--- src/rtl/mpr_pkg.sv ---
package mpr_pkg;
  localparam int unsigned OVS     = 16;
  localparam int unsigned CNT_W   = $clog2(OVS);
  localparam int unsigned SMP_MID = 8;
  localparam int unsigned DATA_W  = 8;
  localparam int unsigned FRM_W   = DATA_W + 1;
  localparam int unsigned IDX_W   = $clog2(FRM_W + 1);

  typedef enum logic [1:0] {
    ST_IDLE  = 2'd0,
    ST_START = 2'd1,
    ST_DATA  = 2'd2,
    ST_STOP  = 2'd3
  } rx_state_e;
endpackage

--- src/rtl/mpr_sampler.sv ---
module mpr_sampler
  import mpr_pkg::*;
(
  input  logic             clk,
  input  logic             rst_n,
  input  logic             tick16,
  input  logic             rxd,
  input  logic [CNT_W-1:0] cnt,
  output logic             line,
  output logic             vote
);
  logic [1:0] sync_q;
  logic       s_lo_q, s_mid_q;
  logic       s_lo_d, s_mid_d;

  assign line = sync_q[1];

  always_comb begin
    s_lo_d  = s_lo_q;
    s_mid_d = s_mid_q;
    if (tick16 && cnt == CNT_W'(SMP_MID - 1)) s_lo_d  = line;
    if (tick16 && cnt == CNT_W'(SMP_MID))     s_mid_d = line;
  end

  assign vote = (s_lo_q & s_mid_q) | (s_lo_q & line) | (s_mid_q & line);

  always_ff @(posedge clk or negedge rst_n) begin
    if (!rst_n) begin
      sync_q  <= 2'b11;
      s_lo_q  <= 1'b1;
      s_mid_q <= 1'b1;
    end else begin
      sync_q  <= {sync_q[0], rxd};
      s_lo_q  <= s_lo_d;
      s_mid_q <= s_mid_d;
    end
  end
endmodule

--- src/rtl/mpr_framer.sv ---
module mpr_framer
  import mpr_pkg::*;
(
  input  logic             clk,
  input  logic             rst_n,
  input  logic             tick16,
  input  logic             line,
  input  logic             vote,
  input  logic             early_irq,
  output logic [CNT_W-1:0] cnt,
  output logic             dec_evt,
  output logic [FRM_W-1:0] dec_word,
  output logic             stop_evt,
  output logic             stop_bad
);
  rx_state_e        st_q, st_d;
  logic [CNT_W-1:0] cnt_q, cnt_d;
  logic [IDX_W-1:0] idx_q, idx_d;
  logic [FRM_W-1:0] sh_q, sh_d;
  logic             prev_q, prev_d;
  logic             at_vote, at_end, last_bit;

  assign cnt      = cnt_q;
  assign at_vote  = tick16 && cnt_q == CNT_W'(SMP_MID + 1);
  assign at_end   = tick16 && cnt_q == CNT_W'(OVS - 1);
  assign last_bit = idx_q == IDX_W'(FRM_W - 1);

  always_comb begin
    st_d     = st_q;
    cnt_d    = cnt_q;
    idx_d    = idx_q;
    sh_d     = sh_q;
    prev_d   = tick16 ? line : prev_q;
    dec_evt  = 1'b0;
    dec_word = sh_q;
    stop_evt = 1'b0;
    stop_bad = 1'b0;
    if (tick16 && st_q != ST_IDLE) cnt_d = cnt_q + 1'b1;
    unique case (st_q)
      ST_IDLE: begin
        if (tick16 && prev_q && !line) begin
          st_d  = ST_START;
          cnt_d = '0;
        end
      end
      ST_START: begin
        if (at_vote && vote) st_d = ST_IDLE;
        else if (at_end) begin
          st_d  = ST_DATA;
          idx_d = '0;
        end
      end
      ST_DATA: begin
        if (at_vote) begin
          sh_d  = {vote, sh_q[FRM_W-1:1]};
          idx_d = idx_q + 1'b1;
          if (last_bit && early_irq) begin
            dec_evt  = 1'b1;
            dec_word = sh_d;
          end
        end
        if (at_end && idx_q == IDX_W'(FRM_W)) st_d = ST_STOP;
      end
      ST_STOP: begin
        if (at_vote) begin
          stop_evt = 1'b1;
          stop_bad = !vote;
          dec_evt  = !early_irq;
          st_d     = ST_IDLE;
        end
      end
      default: st_d = ST_IDLE;
    endcase
  end

  always_ff @(posedge clk or negedge rst_n) begin
    if (!rst_n) begin
      st_q   <= ST_IDLE;
      cnt_q  <= '0;
      idx_q  <= '0;
      sh_q   <= '0;
      prev_q <= 1'b1;
    end else begin
      st_q   <= st_d;
      cnt_q  <= cnt_d;
      idx_q  <= idx_d;
      sh_q   <= sh_d;
      prev_q <= prev_d;
    end
  end
endmodule

--- src/rtl/mpr_holder.sv ---
module mpr_holder
  import mpr_pkg::*;
(
  input  logic              clk,
  input  logic              rst_n,
  input  logic              dec_evt,
  input  logic [FRM_W-1:0]  dec_word,
  input  logic              stop_evt,
  input  logic              stop_bad,
  input  logic              addr_filt,
  input  logic              ri_clr,
  input  logic              fe_clr,
  output logic              load_en,
  output logic [DATA_W-1:0] rx_data,
  output logic              rx_bit9,
  output logic              rx_irq,
  output logic              frame_err
);
  logic [DATA_W-1:0] dat_q, dat_d;
  logic              b9_q, b9_d, ri_q, ri_d, fe_q, fe_d;

  assign load_en = dec_evt && !ri_q && (!addr_filt || dec_word[FRM_W-1]);

  always_comb begin
    dat_d = dat_q;
    b9_d  = b9_q;
    ri_d  = ri_q;
    fe_d  = fe_q;
    if (load_en) begin
      dat_d = dec_word[DATA_W-1:0];
      b9_d  = dec_word[FRM_W-1];
      ri_d  = 1'b1;
    end else if (ri_clr) begin
      ri_d = 1'b0;
    end
    if (stop_evt && stop_bad) fe_d = 1'b1;
    else if (fe_clr)          fe_d = 1'b0;
  end

  always_ff @(posedge clk or negedge rst_n) begin
    if (!rst_n) begin
      dat_q <= '0;
      b9_q  <= 1'b0;
      ri_q  <= 1'b0;
      fe_q  <= 1'b0;
    end else begin
      dat_q <= dat_d;
      b9_q  <= b9_d;
      ri_q  <= ri_d;
      fe_q  <= fe_d;
    end
  end

  assign rx_data   = dat_q;
  assign rx_bit9   = b9_q;
  assign rx_irq    = ri_q;
  assign frame_err = fe_q;
endmodule

--- src/rtl/mpr_rx_top.sv ---
module mpr_rx_top
  import mpr_pkg::*;
(
  input  logic              clk,
  input  logic              rst_n,
  input  logic              tick16,
  input  logic              rxd,
  input  logic              addr_filt,
  input  logic              early_irq,
  input  logic              ri_clr,
  input  logic              fe_clr,
  output logic [DATA_W-1:0] rx_data,
  output logic              rx_bit9,
  output logic              rx_irq,
  output logic              frame_err
);
  logic [CNT_W-1:0] cnt;
  logic             line, vote, dec_evt, stop_evt, stop_bad, load_en;
  logic [FRM_W-1:0] dec_word;

  mpr_sampler u_smp (
    .clk(clk), .rst_n(rst_n), .tick16(tick16), .rxd(rxd),
    .cnt(cnt), .line(line), .vote(vote)
  );

  mpr_framer u_frm (
    .clk(clk), .rst_n(rst_n), .tick16(tick16), .line(line), .vote(vote),
    .early_irq(early_irq), .cnt(cnt), .dec_evt(dec_evt), .dec_word(dec_word),
    .stop_evt(stop_evt), .stop_bad(stop_bad)
  );

  mpr_holder u_hld (
    .clk(clk), .rst_n(rst_n), .dec_evt(dec_evt), .dec_word(dec_word),
    .stop_evt(stop_evt), .stop_bad(stop_bad), .addr_filt(addr_filt),
    .ri_clr(ri_clr), .fe_clr(fe_clr), .load_en(load_en),
    .rx_data(rx_data), .rx_bit9(rx_bit9), .rx_irq(rx_irq), .frame_err(frame_err)
  );
endmodule

--- config.mk ---
export PLATFORM = sky130hd
export DESIGN_NAME = mpr_rx_top
export DESIGN_NICKNAME = d
export VERILOG_FILES = /design/src/rtl/mpr_pkg.sv /design/src/rtl/mpr_sampler.sv /design/src/rtl/mpr_framer.sv /design/src/rtl/mpr_holder.sv /design/src/rtl/mpr_rx_top.sv
export SDC_FILE = /design/constraint.sdc
export NUM_CORES = 1
export LEC_CHECK = 0
export BUFFER_PORTS_ARGS = -buffer_cell sky130_fd_sc_hd__buf_2
export CORE_ASPECT_RATIO = 0.9
export CORE_UTILIZATION = 40
export CTS_CLUSTER_SIZE = 10
export DETAILED_ROUTE_END_ITERATION = 6
export PLACE_DENSITY = 0.57
export SLEW_MARGIN = 25
export SYNTH_ARGS = -nofsm -noshare
export SYNTH_HDL_FRONTEND = slang
export SYNTH_SLANG_ARGS = --single-unit
--- constraint.sdc ---
create_clock -name clk -period 4 [get_ports clk]
set_input_delay 0.4 -clock clk [delete_from_list [all_inputs] [get_ports clk]]
set_output_delay 0.4 -clock clk [all_outputs]
set_load 0.02 [all_outputs]
Yosys cells after proc, flatten, opt, wreduce, memory -nomap -nowiden
Index checks and enable logic that the tools add are counted.
{"block": "word_totals", "register_bits": 35, "in_bits": 8, "output_inout_bits": 11, "elab_cells": 90}
{"block": "op_classes", "n_addsub": 2, "eq_ne": 16, "muxes": 28, "bitwise_logic": 5, "reduce_logical": 27}
{"cell": "$mux 9", "n": 3}
{"cell": "$mux 4", "n": 6}
{"cell": "$eq 4x4->1 const B", "n": 5}
{"cell": "$logic_and 1x1->1", "n": 13}
{"cell": "$mux 1", "n": 11}
{"cell": "$mux 2", "n": 5}
{"cell": "$ne 2x1->1 const B", "n": 5}
{"cell": "$add 4x1->4 const B", "n": 2}
{"cell": "$pmux 2 s4", "n": 1}
{"cell": "$pmux 4 s2", "n": 1}
{"cell": "$reduce_and 4->1", "n": 2}
{"cell": "$reduce_bool 2->1", "n": 4}
{"cell": "$logic_not 1->1", "n": 5}
{"cell": "$eq 2x2->1 const B", "n": 2}
{"cell": "$eq 4x3->1 const B", "n": 1}
{"cell": "$and 1x1->1", "n": 3}
{"cell": "$ne 3x1->1 const B", "n": 1}
{"cell": "$eq 2x1->1 const B", "n": 1}
{"cell": "$logic_not 2->1", "n": 1}
{"cell": "$ne 2x2->1 const B", "n": 1}
{"cell": "$or 1x1->1", "n": 2}
{"cell": "$pmux 1 s2", "n": 1}
{"cell": "$reduce_and 2->1", "n": 1}
{"cell": "$logic_or 1x1->1", "n": 1}

Depth between registers and ports, before layout
{"block": "depth", "ltp_word": 9, "mapped_depth": 8, "mapped_depth_nobuf": 7}

By module
From an unflattened synthesis, not the netlist that was laid out.
{"block": "unflattened", "hier_cells": 162, "area_unflattened_um2": 1750.4}
{"module": "mpr_framer", "n_inst": 1, "cells_each": 122, "area_per_inst_um2": 1143.6, "seq_area_each_um2": 501.7}
{"module": "mpr_holder", "n_inst": 1, "cells_each": 29, "area_per_inst_um2": 434.2, "seq_area_each_um2": 275.3}
{"module": "mpr_sampler", "n_inst": 1, "cells_each": 11, "area_per_inst_um2": 172.7, "seq_area_each_um2": 105.1}

Worst setup path after synthesis
No wires, ideal clock.
{"block": "synth_timing", "path_type": "register -> register", "startpoint": "register u_frm.idx_q[0]", "endpoint": "register u_hld.dat_q[2], in the netlist u_hld.rx_data[2]", "setup_time_ns": 0.123, "arrival_ns": 1.803, "required_time_ns": 3.877, "setup_slack_ns": 2.074, "path_stages_with_launch": 9, "path_buffers": 1, "synth_period_minus_slack_ns": 1.926, "path_cell_list": "dfrtp_1 -> inv_1 -> ha_1 -> nand4b_1 -> mux2i_1 -> nand4_2 -> buf_6 -> or4_1 -> o221a_1"}
{"block": "synth_via", "elab_chain_len": 7, "elab_cells_between_ends": 11, "cone_classes": "1 x eq/ne; 6 x mux; 4 x reduce/logical"}
{"item": "from (decl)", "line_no": "mpr_framer.sv:18", "text": "logic [IDX_W-1:0] idx_q, idx_d;"}
{"item": "from (signal assigned)", "line_no": "mpr_framer.sv:86", "text": "idx_q <= idx_d;"}
{"item": "$eq 4x4->1 (*)", "line_no": "mpr_framer.sv:26", "text": "assign last_bit = idx_q == IDX_W'(FRM_W - 1);"}
{"item": "$logic_and 1x1->1 (*)", "line_no": "mpr_framer.sv:57", "text": "if (last_bit && early_irq) begin"}
{"item": "$mux 1 or $mux 9 (tied branches)", "line_no": "mpr_framer.sv:57"}
{"item": "$mux 1 or $mux 9 (tied branches)", "line_no": "mpr_framer.sv:54", "text": "if (at_vote) begin"}
{"item": "$pmux 1 s2 or $mux 9 (tied branches)", "line_no": "mpr_framer.sv:39", "text": "unique case (st_q)"}
{"item": "$logic_and 1x1->1 or $logic_or 1x1->1 (tied branches)", "line_no": "mpr_holder.sv:22", "text": "assign load_en = dec_evt && !ri_q && (!addr_filt || dec_word[FRM_W-1]);"}
{"item": "$logic_and 1x1->1", "line_no": "mpr_holder.sv:22"}
{"item": "to (signal assigned)", "line_no": "mpr_holder.sv:47", "text": "dat_q <= dat_d;"}
{"item": "to (decl)", "line_no": "mpr_holder.sv:19", "text": "logic [DATA_W-1:0] dat_q, dat_d;"}
Every way passes the cells marked *; elsewhere a longest branch is shown, timed or not.
A chain may end at the register's enable or synchronous reset.

Worst setup path after layout
{"block": "layout_timing", "startpoint": "register u_frm.cnt_q[1], in the netlist u_frm.cnt[1]", "endpoint": "register u_hld.dat_q[0], in the netlist u_hld.rx_data[0]"}
{"block": "layout_via", "elab_chain_len": 6, "elab_cells_between_ends": 10, "cone_classes": "1 x eq/ne; 5 x mux; 4 x reduce/logical"}
{"item": "from (decl)", "line_no": "mpr_framer.sv:17", "text": "logic [CNT_W-1:0] cnt_q, cnt_d;"}
{"item": "from (signal assigned)", "line_no": "mpr_framer.sv:85", "text": "cnt_q <= cnt_d;"}
{"item": "$eq 4x4->1 (*)", "line_no": "mpr_framer.sv:24", "text": "assign at_vote = tick16 && cnt_q == CNT_W'(SMP_MID + 1);"}
{"item": "$logic_and 1x1->1 (*)", "line_no": "mpr_framer.sv:24"}
{"item": "$mux 1, or another cell as far along", "line_no": "mpr_framer.sv:65", "text": "if (at_vote) begin"}
{"item": "$pmux 1 s2 or $mux 9 (tied branches)", "line_no": "mpr_framer.sv:39"}
{"item": "$logic_and 1x1->1 or $logic_or 1x1->1 (tied branches)", "line_no": "mpr_holder.sv:22"}
{"item": "$logic_and 1x1->1", "line_no": "mpr_holder.sv:22"}
Marks and branches as above.

==> impl_metrics.py <==
metrics = {
    "critical_path": {
        "crit_chain": "inv_1 > ha_1 > nand4b_2 > nor3_2 > mux2_2 > nor2_2 > o221a_1",
        "critPathBufInv": 1,
        "crit_start": "u_frm.cnt[1]$_DFF_PN0_",
        "end_kind": "flop",
        "r2r_end": "u_hld.rx_data[0]$_DFFE_PN0P_",
        "path_depth": 7,
        "worstPathRequired_ns": 4.23,
        "critical_path_class": "flop to flop",
        "critPathSlowestCell": "nor3_2",
        "worstPathArrival_ns": 2.63,
        "reg2reg_slack_ns": 1.60,
        "rr_worst_depth": 7,
        "cp_slowest_stage_delay_ns": 0.54,
        "r2r_start": "u_frm.cnt[1]$_DFF_PN0_",
        "critPathMaxFanout": 12,
        "critical-path-top-delay-family": "simple AND/OR/NAND/NOR gates",
        "start_kind": "flop",
    },
    "placed_design": {
        "gp_congestion": 0.782,
        "io_buffers": 18,
        "place_worst_setup_slack_ns": 1.67,
        "dpl.hpwl_um": 2330,
    },
    "power": {
        "power_frac_clock_pct": 33.7,
        "ir_drop_uv": 265,
        "total_power_uw": 941,
        "p_int_uw": 671,
        "p_leak_uw": 0.000882,
        "p_switching_uw": 270,
        "swShare_pct": 28.7,
        "power_density_mw_per_mm2": 484,
        "comb_power_share_pct": 17.6,
        "power_frac_seq_pct": 48.7,
    },
    "die": {
        "die_area_mm2": 0.00458,
        "initial_core_util_pct": 42.1,
        "rows": 22,
        "core-area_mm2": 0.00410,
        "die_h_um": 64.3,
        "die-width_um": 71.3,
        "ios": 19,
    },
    "yosys": {
        "syn_inst": 144,
        "syn_area_mm2": 0.00173,
        "yosys-top-cells-area": "dfrtp_1 43%, mux2_2 8.5%, dfstp_2 7.6%",
        "synth_seq_cells": 35,
        "yosys.cell_types.count": 41,
        "synthArstFlopShare_pct": 100,
        "yosys_warnings": 0,
        "ys_seq_area_share_pct": 51.1,
        "ys.flop_type": "dfrtp_1",
        "synth_fp_nets": 158,
        "synth_common_cells": "30 x dfrtp_1, 13 x mux2_2, 8 x o221a_1, 8 x or4_1, 7 x nand2_1",
        "yosys.area.top_type": "dfrtp_1",
        "yosysMostFrequentCell": "dfrtp_1",
        "synthDominantCellAreaShare_pct": 43.5,
        "synth_area_per_cell_um2": 12.0,
        "synth-edff-count": 0,
    },
    "global_routing": {
        "antenna_found_initial": 0,
        "grt_usage_pct": 16.5,
        "grtUsageMet2_pct": 21.8,
        "met3_usage_pct": 6.47,
        "busiest_layer": "met1",
        "met1_usage_pct": 23.3,
        "grt_pass1_vias": 1131,
        "grt_pass1_wl_um": 5590,
        "overflow": 0,
        "grt_max_degree": 36,
    },
    "cts": {
        "cts.htree.levels": 2,
        "cts.clk_slew.worst_paths_ns": 0.07,
        "cts_buffers": 5,
        "cts_tree": "done",
        "numClockSinks": 35,
        "postCtsHoldBufs": 0,
        "clk_latency_ns": 0.29,
        "cts-root-buf": "clkbuf_8",
        "cts_buffer_depth": 2,
        "cts_resized": 0,
        "postCtsSetupRepairBufs": 0,
    },
    "timing": {
        "max_freq_mhz": 417,
        "skew_ns": 0.00226,
        "rsz0062_at_grt": "no",
        "drv_slew": 0,
        "relSlewSlack_pct": 45.3,
        "holdWs_ns": 0.172,
        "setup_violations": 0,
        "period_needed_ns": 2.40,
        "worstMarginPinSlew_ns": 0.817,
        "worst_slack_ns": 1.60,
        "hold_violations": 0,
        "min_period_over_period_pct": 60.0,
        "setup_tns_ns": 0,
    },
    "run_status": {
        "status": "complete, but fails checks",
        "failed_checks": "DRC",
    },
    "cells_and_area": {
        "final_nets": 176,
        "regArea_um2": 882,
        "n_antenna_cell": 0,
        "fillers": 388,
        "area_growth_pct": 12.6,
        "final_util_pct": 47.4,
        "drive_gt1_share_pct": 30.7,
        "multiInputGateArea_um2": 777,
    },
    "routing": {
        "wl_per_cell_um": 15.5,
        "antenna_left": 0,
        "drt_wl_total_um": 3280,
        "vias": 1164,
        "firstDrtPassIters": 6,
        "drtIter0Drc": 61,
        "post-route-drc-count": 1,
        "viasPerCell": 5.52,
    },
    "min_path": {
        "hp-class": "primary input to asynchronous set/reset pin",
    },
    "run": {
        "cap_violations": 0,
    },
}
worst max path at each step:
stage          slack, ns                      endpoint
3_3_place_gp        1.66  u_hld.rx_data[0]$_DFFE_PN0P_
4_1_cts             1.63  u_hld.rx_data[0]$_DFFE_PN0P_
3_5_place_dp        1.67  u_hld.rx_data[0]$_DFFE_PN0P_
6_report            1.60  u_hld.rx_data[0]$_DFFE_PN0P_
5_1_grt             1.44  u_hld.rx_data[0]$_DFFE_PN0P_
2_1_floorplan       2.07  u_hld.rx_data[2]$_DFFE_PN0P_
cell type report:
| cell class | instances | area share [%] |
|---|---|---|
| flip-flops and latches | 35 | 45.4 |
| multi-input cells | 96 | 40.0 |
| repair buffers | 18 | 4.63 |
| clock buffers | 5 | 3.54 |
| well taps | 48 | 3.09 |
| clock inverters | 3 | 2.25 |
| inverters | 6 | 1.16 |
metal layers:
| metal | vias up | part of all wire [%] | wire length [um] |
|---|---|---|---|
| li1 | 580 | - | - |
| met1 | 558 | 53 | 1730 |
| met2 | 20 | 41 | 1340 |
| met3 | 6 | 4.7 | 154 |
| met4 | 0 | 1.8 | 58 |
| met5 | - | 0 | 0 |
through the flow:
| stage | instance area, um^2 | instances |
|---|---|---|
| floorplan | 1730 | 144 |
| global placement | 1830 | 203 |
| detailed placement | 1830 | 203 |
| CTS | 1940 | 211 |
| global route | 1940 | 211 |
| finish | 1940 | 211 |
worst register-to-register path, stage by stage, from the launching register on:
cell,delay (ns)
dfrtp_1,0.42
inv_1,0.10
ha_1,0.18
nand4b_2,0.20
nor3_2,0.55
mux2_2,0.43
nor2_2,0.23
o221a_1,0.23
registers in the layout, indices dropped and copies added, names as in the netlist, named ones only:
signal	flops
u_frm.st_q	1
u_frm.prev_q	1
u_frm.sh_q	9
u_hld.frame_err	1
u_hld.rx_data	8
u_smp.s_mid_q	1
u_hld.rx_bit9	1
u_hld.rx_irq	1
u_smp.sync_q	2
u_smp.s_lo_q	1
u_frm.idx_q	4
u_frm.cnt	4
logic make-up (layout without fill, tap and decap cells):
group,count (synthesis),after routing,share of synthesized area (%)
muxes,15,15,9.64
DFF,35,35,51.1
buffers and inverters,13,32,3.91
and+or+nand+nor,45,45,17.1
adders and majority gates,7,7,4.93
AOI/OAI and AO/OA,29,29,13.3
power by group through the flow:
stage / sequential [uW] / combinational, uW / clock [uW]
floorplan: 448 / 140 / 0
global placement: 460 / 162 / 0
detailed placement: 464 / 165 / 0
CTS: 457 / 167 / 327
global route: 465 / 183 / 345
finish: 459 / 166 / 317
placed cells by master, fill, tap and decap left out, drive strengths merged, types with 2 or more instances in the layout:
cell type	n
o21ai	6
a211oi	2
nor3	3
inv	6
dfrtp	30
buf	18
nand2	7
nor2	7
nand3	3
o22ai	2
or4	8
clkbuf	5
a22o	3
dfstp	5
nor2b	4
mux2	13
ha	6
clkinv	2
nand4b	3
a21oi	3
o221a	8
mux2i	2
No activity file was read; power rests on OpenSTA's default activity.
